### src/rtl/owire_slot_engine.sv
module owire_slot_engine #(
  parameter int CLK_PER_TICK = 100,
  parameter logic [7:0] BIT_CODE = 8'h87,
  parameter logic [7:0] RST_CODE = 8'hB4,
  parameter int STD_RSTL = 560,
  parameter int STD_MSP  = 68,
  parameter int STD_RSTH = 560,
  parameter int STD_SLOT = 70,
  parameter int STD_LOW0 = 60,
  parameter int STD_LOW1 = 6,
  parameter int STD_MSR  = 10,
  parameter int OD_RSTL  = 70,
  parameter int OD_MSP   = 8,
  parameter int OD_RSTH  = 70,
  parameter int OD_SLOT  = 10,
  parameter int OD_LOW0  = 8,
  parameter int OD_LOW1  = 1,
  parameter int OD_MSR   = 2
) (
  input  logic       clk,
  input  logic       rst_n,
  input  logic       cmd_valid,
  input  logic [7:0] cmd_code,
  input  logic [7:0] cmd_param,
  input  logic       cfg_od,
  input  logic       cfg_apu,
  input  logic       line_in,
  output logic       cmd_ack,
  output logic       line_pull_low,
  output logic       apu_en,
  output logic [7:0] status
);
  localparam int CW = $clog2(STD_RSTL + STD_RSTH + OD_RSTL + OD_RSTH + 2) + 1;
  localparam int PW = (CLK_PER_TICK > 1) ? $clog2(CLK_PER_TICK) : 1;

  typedef enum logic [1:0] {IDLE, RST_CYC, BIT_SLOT} state_t;

  state_t st;
  logic [CW-1:0] cnt, t_low, t_smp, t_end;
  logic [PW-1:0] pre;
  logic od_q, apu_q, v_q, pres_q, short_q, sbr_q, ack_q;
  logic unused_param;

  wire busy     = (st != IDLE);
  wire at_start = (pre == '0);
  wire is_known = (cmd_code == BIT_CODE) || (cmd_code == RST_CODE);
  wire accept   = cmd_valid && !busy && is_known;

  assign unused_param = ^cmd_param[6:0];

  always_comb begin
    if (st == RST_CYC) begin
      t_low = od_q ? CW'(OD_RSTL) : CW'(STD_RSTL);
      t_smp = t_low + (od_q ? CW'(OD_MSP) : CW'(STD_MSP));
      t_end = t_low + (od_q ? CW'(OD_RSTH) : CW'(STD_RSTH));
    end else begin
      if (v_q) t_low = od_q ? CW'(OD_LOW1) : CW'(STD_LOW1);
      else     t_low = od_q ? CW'(OD_LOW0) : CW'(STD_LOW0);
      t_smp = od_q ? CW'(OD_MSR)  : CW'(STD_MSR);
      t_end = od_q ? CW'(OD_SLOT) : CW'(STD_SLOT);
    end
  end

  always_ff @(posedge clk) begin
    if (!rst_n) begin
      st      <= IDLE;
      cnt     <= '0;
      pre     <= '0;
      od_q    <= 1'b0;
      apu_q   <= 1'b0;
      v_q     <= 1'b0;
      pres_q  <= 1'b0;
      short_q <= 1'b0;
      sbr_q   <= 1'b0;
      ack_q   <= 1'b0;
    end else begin
      ack_q <= accept;
      if (accept) begin
        st    <= (cmd_code == RST_CODE) ? RST_CYC : BIT_SLOT;
        cnt   <= '0;
        pre   <= '0;
        od_q  <= cfg_od;
        apu_q <= cfg_apu;
        v_q   <= cmd_param[7];
        if (cmd_code == RST_CODE) begin
          pres_q  <= 1'b0;
          short_q <= 1'b0;
        end
      end else if (busy) begin
        if (pre == PW'(CLK_PER_TICK - 1)) begin
          pre <= '0;
          cnt <= cnt + 1'b1;
        end else begin
          pre <= pre + 1'b1;
        end
        if (at_start && st == RST_CYC && cnt == t_low)
          short_q <= !line_in;
        if (at_start && cnt == t_smp) begin
          if (st == RST_CYC) pres_q <= !line_in && !short_q;
          else               sbr_q  <= line_in;
        end
        if (at_start && cnt == t_end)
          st <= IDLE;
      end
    end
  end

  assign cmd_ack       = ack_q;
  assign line_pull_low = busy && (cnt < t_low);
  assign apu_en        = busy && apu_q && (cnt == t_low);
  assign status        = {2'b00, sbr_q, 2'b00, short_q, pres_q, busy};
endmodule

### config.mk
export PLATFORM = sky130hd
export DESIGN_NAME = owire_slot_engine
export DESIGN_NICKNAME = d
export VERILOG_FILES = /design/src/rtl/owire_slot_engine.sv
export SDC_FILE = /design/constraint.sdc
export NUM_CORES = 1
export LEC_CHECK = 0
export BUFFER_PORTS_ARGS = -buffer_cell sky130_fd_sc_hd__buf_2
export CAP_MARGIN = 25
export CORE_ASPECT_RATIO = 0.7
export CORE_MARGIN = 5
export CORE_UTILIZATION = 60
export DETAILED_ROUTE_END_ITERATION = 6
export PLACE_DENSITY = 0.84
export REMOVE_ABC_BUFFERS = 1
export SLEW_MARGIN = 40
export SYNTH_ARGS = -nofsm -noshare
export SYNTH_HDL_FRONTEND = slang
export SYNTH_SLANG_ARGS = --single-unit
### constraint.sdc
create_clock -name clk -period 7.64 [get_ports clk]
set_clock_uncertainty 0.1 [all_clocks]
set_input_delay 0 -clock clk [delete_from_list [all_inputs] [get_ports clk]]
set_output_delay 0 -clock clk [all_outputs]
set_load 0.02 [all_outputs]
Word level (Yosys, flattened, before mapping)
Cells that the tools add are included.

Add/sub/neg operators: 4. Magnitude comparators: 1. Equal/unequal tests: 8. Muxes and demuxes: 23. Bitwise logic cells: 3. Reduce and logical (&&, ||, !) cells: 27.

Operators by type and width (number): == test 12 bit (3); 2-to-1 mux 7 bit (3); 2-to-1 mux 10 bit (2); == test 8 bit (second input constant) (2); adder 12 x 1 -> 12 bit (second input constant) (1); adder 12 x 7 -> 12 bit (1); less-than comparator 12 bit (1); 2-to-1 mux 12 bit (1); 2-to-1 mux 6 bit (2); nonzero test 2 bit (6); adder 10 x 10 -> 11 bit (1); 2-to-1 mux 11 bit (1); logical AND 1 bit (10); 2-to-1 mux 1 bit (8); 2-to-1 mux 2 bit (4); AND reduction 4 bit (2); adder 7 x 1 -> 7 bit (second input constant) (1); == test 7 bit (second input constant) (1); logical NOT 7 bit (1); 2-to-1 mux 4 bit (1); AND reduction 2 bit (2); logical NOT 1 bit (3); 2-to-1 mux 3 bit (1); inverter 1 bit (3); 5 further kinds (5).

Flip-flop bits (word level): 28. Input port bits: 22. Output and inout bits: 11.

Longest topological paths before layout
Gate-level depths: netlist of the first run.

Depth in word-level cells: 8. Depth in mapped cells: 10. Gate-level depth less buffers: 9.

Worst setup path after synthesis of the first run
OpenSTA, ideal clock, no wires.

Kind: flip-flop to flip-flop. Start point: register od_q. End point: register pres_q. Arrival time: 2286 ps. Data required time: 7413 ps. Path slack: 5127 ps. Cell stages (with the launch flop): 10. Clock period less this slack: 2513 ps. Path through: dfxtp_1 > clkbuf_1 > nor3b_1 > inv_1 > ha_1 > or4b_1 > or2_1 > a221oi_2 > a311o_1 > o211ai_1.

Word-level cells in the longest chain between the ends: 7. Elaborated cells on any way between the ends: 9. Classes of those cells: add/sub: 1; eq/ne: 1; mux: 4; reduce/logical: 3.

RTL lines: start: declaration (RTL line 41) `logic od_q, apu_q, v_q, pres_q, short_q, sbr_q, ack_q;`; start signal: assignment (RTL line 82) `od_q <= cfg_od;`; 2-to-1 mux 10 bit or 2-to-1 mux 7 bit (tied branches) (RTL line 53, 54); adder 12 x 7 -> 12 bit (RTL line 54) `t_smp = t_low + (od_q ? CW'(OD_MSP) : CW'(STD_MSP));`; 2-to-1 mux 12 bit * (RTL line 52) `if (st == RST_CYC) begin`; == test 12 bit * (RTL line 98) `if (at_start && cnt == t_smp) begin`; logical AND 1 bit * (RTL line 98); nonzero test 2 bit (no source line) *; AND reduction 4 bit (no source line) *; end signal: assignment (RTL line 99) `if (st == RST_CYC) pres_q <= !line_in && !short_q;`; end: declaration (RTL line 41).

Every way passes the cells marked *; elsewhere a longest branch is shown, timed or not. A chain may end at the register's enable or synchronous reset.

Worst setup path in the final report of the first run
Start point: register od_q. End point: register sbr_q.

Word-level cells in the longest chain between the ends: 6. Elaborated cells on any way between the ends: 8. Classes of those cells: add/sub: 1; eq/ne: 1; mux: 4; reduce/logical: 2.

RTL lines: 2-to-1 mux 10 bit or 2-to-1 mux 7 bit (tied branches) (RTL line 53, 54); adder 12 x 7 -> 12 bit (RTL line 54); 2-to-1 mux 12 bit * (RTL line 52); == test 12 bit * (RTL line 98); logical AND 1 bit * (RTL line 98); AND reduction 4 bit (no source line) *; end signal: assignment (RTL line 100) `else sbr_q <= line_in;`; end: declaration (RTL line 41).

Marked as above.

==> flow_summary_export.csv, run 1 <==
group,metric,value,unit
status,status,"finished, final reports clean",
grt,grt_max_degree,17,
floorplan,fp.dieH,56.8,µm
layout,nets,281,
synth,synth.cell_area,0.00188,mm²
timing,hold_violations,0,
cts,post_cts_buffers,0,
worst_setup_path,required,7.72,ns
worst_hold_path,hold_start,"cmd_code[6]",
layout,postLayoutCellArea,0.00209,mm²
synth,ys_seq_area_share,29.9,%
timing,slew_viol_final,0,
grt,grt_usage,20.1,%
power,power.total,0.281,mW
worst_setup_path,max_stage_delay,0.55,ns
cts,cts.sinks,28,
grt,antenna_found_initial,0,
cts,post_cts_resized,0,
layout,drive_gt1_share,15.4,%
synth,syn_inst,229,
worst_setup_path,crit_buf_inv,2,
cts,holdBufCountCts,9,
place,dp_hpwl,2930,µm
run,drv_cap,0,
routing,drt-wirelength-per-cell,14.8,µm
synth,synth.area.top_cells,"dfxtp_1 (30%), ha_1 (7.3%), xnor2_1 (5.6%)",
timing,setup_viol,0,
place,place_congestion,0.879,
worst_setup_path,cp_max_fo,14,
timing,timing.setup.tns,0,ns
timing,grt_setup_unrepaired,"no",
cts,cts_tree,"done",
routing,drt_pass1_iterations,4,
layout,fill_cells,259,
routing,vias_per_cell,5.98,
layout,multiInputGateArea,0.00118,mm²
worst_setup_path,path_delay_family,"simple AND/OR/NAND/NOR gates",
synth,synth.ff_latch_count,28,
worst_setup_path,path_cells,"nor3b_1 > inv_1 > ha_1 > or4b_1 > or2_1 > a221oi_2 > nand4_1 > mux2i_1 > dlygate4sd3_1",
cts,clk_latency,0.28,ns
worst_setup_path,cp-startpoint,"od_q$_SDFFE_PN0P_",
synth,synth_cell_types,54,
worst_setup_path,worstReg2RegStart,"od_q$_SDFFE_PN0P_",
floorplan,start_util,60.8,%
floorplan,row_count,17,
worst_setup_path,start_kind,"flip-flop",
power,ir_drop,0.000104,V
grt,grt_overflow_total,0,
cts,cts-root-buf,"clkbuf_8",
layout,seq_area,561,µm²
power,leakagePower,0.850,nW
synth,synth_edf_count,0,
worst_setup_path,critPathKind,"flip-flop to flip-flop",
floorplan,die_area,0.00436,mm²
floorplan,fp.dieW,76.8,µm
floorplan,placeableCoreArea,0.00308,mm²
routing,ant_nets,0,
timing,fin_crit_sh,43.3,%
layout,final_cells,285,
synth,yosys.area.top_type,"dfxtp_1",
timing,timing.slew.headroom,56.1,%
synth,synth.top_cell.area_share,29.9,%
routing,drtIter0Drc,167,
power,p_per_area,135,mW/mm²
cts,path_clk_slew,0.10,ns
timing,tightest_slew,0.653,ns
routing,drt-total-wl,4220,µm
grt,grt_pass1_vias,1546,
timing,min_period,3.30,ns
synth,async_flop_share,0,%
cts,cts-buffers-inserted,3,
cts,clockBufferDepth,2,
worst_setup_path,cp-end-kind,"flip-flop",
routing,vias,1704,
worst_setup_path,cpMaxStageDelayCell,"dlygate4sd3_1",
place,place_inst,272,
layout,areaGrowthSynthToFinish,11.4,%
cts,htree_levels,1,
timing,hold_ws,0.0642,ns
worst_hold_path,hold_path_class,"input port to flip-flop",
synth,syn_avg_cell_area,8.19,µm²
layout,diodes,0,
grt,grt_pass1_wl,7310,µm
worst_setup_path,worstPathArrival,3.39,ns
timing,clock.fmax,303,MHz
synth,yosysWarnings,0,
place,dpl-instance-area,0.00193,mm²
place,port_buffers,21,
synth,synth_flop_cell,"dfxtp_1",
floorplan,io_pins,33,
routing,drc,0,
flip-flops by register name, summed over array words and instances, names as in the netlist:
signal	count
v_q	1
pre	7
cmd_ack	1
st	2
od_q	1
cnt	12
pres_q	1
apu_q	1
sbr_q	1
short_q	1
worst reg2reg max path: cells and delay by family (launching register included):
family	cells	cell delay, ns
AO/OA/AOI/OAI	1	0.28
buffers and inverters	2	0.67
AND/OR/NAND/NOR	4	1.24
flip-flops	1	0.45
adder cells (fa/ha/maj)	1	0.31
multiplexers	1	0.16
cells in the mapped netlist, types with 2 or more instances:
cell,count
buf_2,2
xor2_1,3
nor4_1,2
xnor2_1,12
dfxtp_1,28
nor3b_1,3
nor3_1,3
o21ai_0,7
buf_1,2
o21a_1,3
mux2i_1,6
or3_1,3
a31oi_1,2
a21oi_1,7
nor4bb_1,3
buf_4,8
nand3_1,5
ha_1,11
nor2_1,26
a21o_1,2
nor2b_1,4
nand4_1,11
and3_1,3
nor3_2,4
clkbuf_1,6
nand2_1,20
nand2b_1,4
a211oi_1,2
o211ai_1,3
inv_1,10
kinds of logic after synthesis:
logic type | count (synthesis) | share of synthesized area, %
mux | 7 | 3.80
fa+ha+maj | 11 | 7.34
xor+xnor | 15 | 7.00
other cells | 1 | 0.200
flops | 28 | 29.9
simple gates | 102 | 30.2
compound gates | 36 | 13.6
buf+inv | 29 | 7.94
report_power, final:
part | switching (mW) | internal (mW)
clock | 0.0504 | 0.0703
sequential | 0.000130 | 0.146
combinational | 0.00786 | 0.00652
worst paths after layout:
| kind | endpoint | slack, ns | depth (start not counted) |
|---|---|---|---|
| setup / recovery | sbr_q$_SDFFE_PN0P_ | 4.34 | 9 |
| setup reg to reg | sbr_q$_SDFFE_PN0P_ | 4.34 | 9 |
| hold / removal | cmd_ack$_SDFF_PN0_ | 0.06 | 4 |
| hold reg to reg | pre[1]$_SDFFE_PP0N_ | 0.40 | 2 |
layer usage:
metal	vias to the layer above	part of all wire (%)	track usage, %
li1	846	-	-
met1	781	49	29.2
met2	69	42	28.9
met3	8	7.7	6.25
met4	0	1.3	3.99
met5	-	0	0
metrics by stage:
step                      util, %  setup slack, ns
after floorplan                 -             5.23
after global placement       62.5             4.97
after detailed placement     62.5             4.89
after CTS                    67.7             4.37
after global routing         67.7             4.20
final                        67.7             4.34
layout by cell type (no fill, tap or decap), types with 4 or more instances in the layout:
master and n:
xnor2_1 12, dlygate4sd3_1 9, conb_1 4, nand4_1 11, nor2b_1 4, nor3_2 4, ha_1 11, nand2_1 20
nand3_1 5, nand2b_1 4, inv_1 10, buf_2 21, nor2_1 26, a21oi_1 7, dfxtp_1 28, mux2i_1 6
o21ai_0 7
final cells by class:
type | instances | area share [%]
well taps | 38 | 2.28
inverters | 10 | 1.80
flip-flops and latches | 28 | 26.8
multi-input cells | 175 | 56.3
clock buffers | 3 | 1.98
clock inverters | 1 | 1.44
repair buffers | 30 | 9.34
Note: power is estimated with default switching activity, not from simulation.
==> inputs of run 2 (changes only) <==
- CORE_UTILIZATION: 60 -> 56
- PLACE_DENSITY: 0.84 -> 0.79
- clock period: 7.64 -> 3.4 ns (I/O delays scaled with it)
==> flow_summary_export.csv, run 2 (same netlist as run 1, synthesis figures left out) <==
group,metric,value,unit
power,ir_drop,0.000270,V
timing,min_period,3.20,ns
power,switching_power,0.131,mW
floorplan,fp.dieW,79.2,µm
power,power_frac_seq,52.0,%
worst_setup_path,worstPathArrival,3.28,ns
status,status,"finished, final reports clean",
layout,fill_cells,266,
cts,clockBufferDepth,2,
layout,drive_gt1_share,16.5,%
cts,cts-root-buf,"clkbuf_8",
worst_setup_path,cp-end-kind,"flip-flop",
worst_setup_path,crit_buf_inv,2,
timing,tightest_slew,0.626,ns
place,port_buffers,21,
worst_setup_path,cpMaxStageDelayCell,"dlygate4sd3_1",
routing,drt-total-wl,4410,µm
timing,timing.slew.headroom,57.9,%
floorplan,placeableCoreArea,0.00319,mm²
layout,nets,283,
routing,drc,0,
worst_setup_path,critPathKind,"flip-flop to flip-flop",
power,p_per_area,299,mW/mm²
layout,final_cell_mix,"dfxtp_1 (28), nor2_1 (26), buf_2 (21)",
routing,drtIter0Drc,138,
timing,timing.setup.tns,0,ns
grt,antenna_found_initial,0,
layout,diodes,0,
grt,grt_pass1_vias,1592,
timing,fin_crit_sh,94.1,%
power,power.internal,0.501,mW
layout,reg_top3,"cnt (12), pre (7), st (2)",
worst_setup_path,path_cells,"nor3b_2 > inv_1 > ha_1 > or4b_1 > or2_1 > a221oi_2 > nand4_1 > mux2i_1 > dlygate4sd3_1",
cts,cts-buffers-inserted,3,
layout,largest_register_ffs,12,
grt,grt_pass1_wl,7350,µm
power,clockPowerShare,42.9,%
layout,areaGrowthSynthToFinish,12.5,%
timing,clock.fmax,313,MHz
routing,vias_per_cell,5.91,
place,place_congestion,0.912,
timing,hold_violations,0,
place,dpl-instance-area,0.00194,mm²
cts,cts_tree,"done",
routing,drt-wirelength-per-cell,15.4,µm
grt,grt_max_degree,17,
worst_setup_path,rrSetupSlack,0.20,ns
grt,grt_usage,19.9,%
grt,grt_overflow_total,0,
layout,seq_area,561,µm²
layout,regMostFlops,"cnt",
power,power.total,0.632,mW
timing,grt_setup_unrepaired,"no",
floorplan,die_area,0.00463,mm²
routing,drt_pass1_iterations,4,
worst_setup_path,start_kind,"flip-flop",
power,p_comb_share,5.1,%
layout,final_common_cell,"dfxtp_1",
layout,multiInputGateArea,0.00118,mm²
power,swShare,20.7,%
worst_setup_path,cp_max_fo,7,
floorplan,fp.dieH,58.4,µm
floorplan,io_pins,33,
cts,cts.sinks,28,
floorplan,start_util,58.8,%
timing,setup_viol,0,
worst_setup_path,required,3.49,ns
routing,vias,1695,
timing,slew_viol_final,0,
floorplan,row_count,17,
cts,htree_levels,1,
cts,clk_latency,0.29,ns
worst_setup_path,max_stage_delay,0.55,ns
layout,postLayoutCellArea,0.00211,mm²
worst_setup_path,path_delay_family,"simple AND/OR/NAND/NOR gates",
routing,ant_nets,0,
cts,path_clk_slew,0.10,ns
power,leakagePower,0.865,nW
place,dp_hpwl,3060,µm
worst_hold_path,hold_path_class,"input port to flip-flop",
run,drv_cap,0,
-- run 2: routing by layer --
layer	routed length (µm)	up-vias	track usage [%]
met5	0	-	0
met4	99	0	7.84
met3	288	13	3.82
met2	1890	55	31.3
met1	2140	781	27.1
li1	-	846	-
-- run 2: worst register-to-register path, stage by stage, from the launching register on --
cell and delay (ns):
dfxtp_1 0.45, nor3b_2 0.25, inv_1 0.09, ha_1 0.31
or4b_1 0.49, or2_1 0.26, a221oi_2 0.26, nand4_1 0.19
mux2i_1 0.15, dlygate4sd3_1 0.55
-- run 2: final timing paths --
path                       start  depth (start not counted)             endpoint
max           st[0]$_SDFFE_PN0P_                          9   sbr_q$_SDFFE_PN0P_
min                  cmd_code[6]                          4   cmd_ack$_SDFF_PN0_
max reg2reg   st[0]$_SDFFE_PN0P_                          9   sbr_q$_SDFFE_PN0P_
min reg2reg  pre[1]$_SDFFE_PP0N_                          2  pre[1]$_SDFFE_PP0N_
-- run 2: cell type report --
| cell class | count | share of cell area, % |
|---|---|---|
| sequential | 28 | 26.6 |
| timing repair buffer | 32 | 9.96 |
| inverter | 10 | 1.78 |
| clock buffer | 3 | 1.96 |
| multi-input combinational | 175 | 56.0 |
| tap | 38 | 2.25 |
| clock inverter | 1 | 1.42 |
-- run 2: through the flow --
step / instances / utilization (%) / setup slack [ns] / hold slack, ns
6_report: 287 / 66.1 / 0.201 / 0.0364
5_1_grt: 287 / 66.1 / 0.115 / 0.0786
4_1_cts: 287 / 66.0 / 0.186 / 0.0416
3_5_place_dp: 274 / 60.9 / 0.715 / 0.141
3_3_place_gp: 274 / 60.9 / 0.744 / 0.137
2_1_floorplan: 213 / - / 0.990 / 0.0175
-- run 2: power groups by stage --
stage / registers (mW) / clock network [mW] / logic (mW)
final: 0.328 / 0.271 / 0.0322
after global routing: 0.328 / 0.288 / 0.0352
after global placement: 0.336 / 0 / 0.0248
after detailed placement: 0.336 / 0 / 0.0252
after CTS: 0.328 / 0.277 / 0.0315
after floorplan: 0.336 / 0 / 0.0127
-- run 2: what timing repair did --
action / CTS / global route
endpoints found under the hold margin: 8 / 0
hold buffers: 9 / 0
buffers inserted: 0 / 0
gates resized for setup: 0 / 1
setup endpoints to repair: 0 / 1
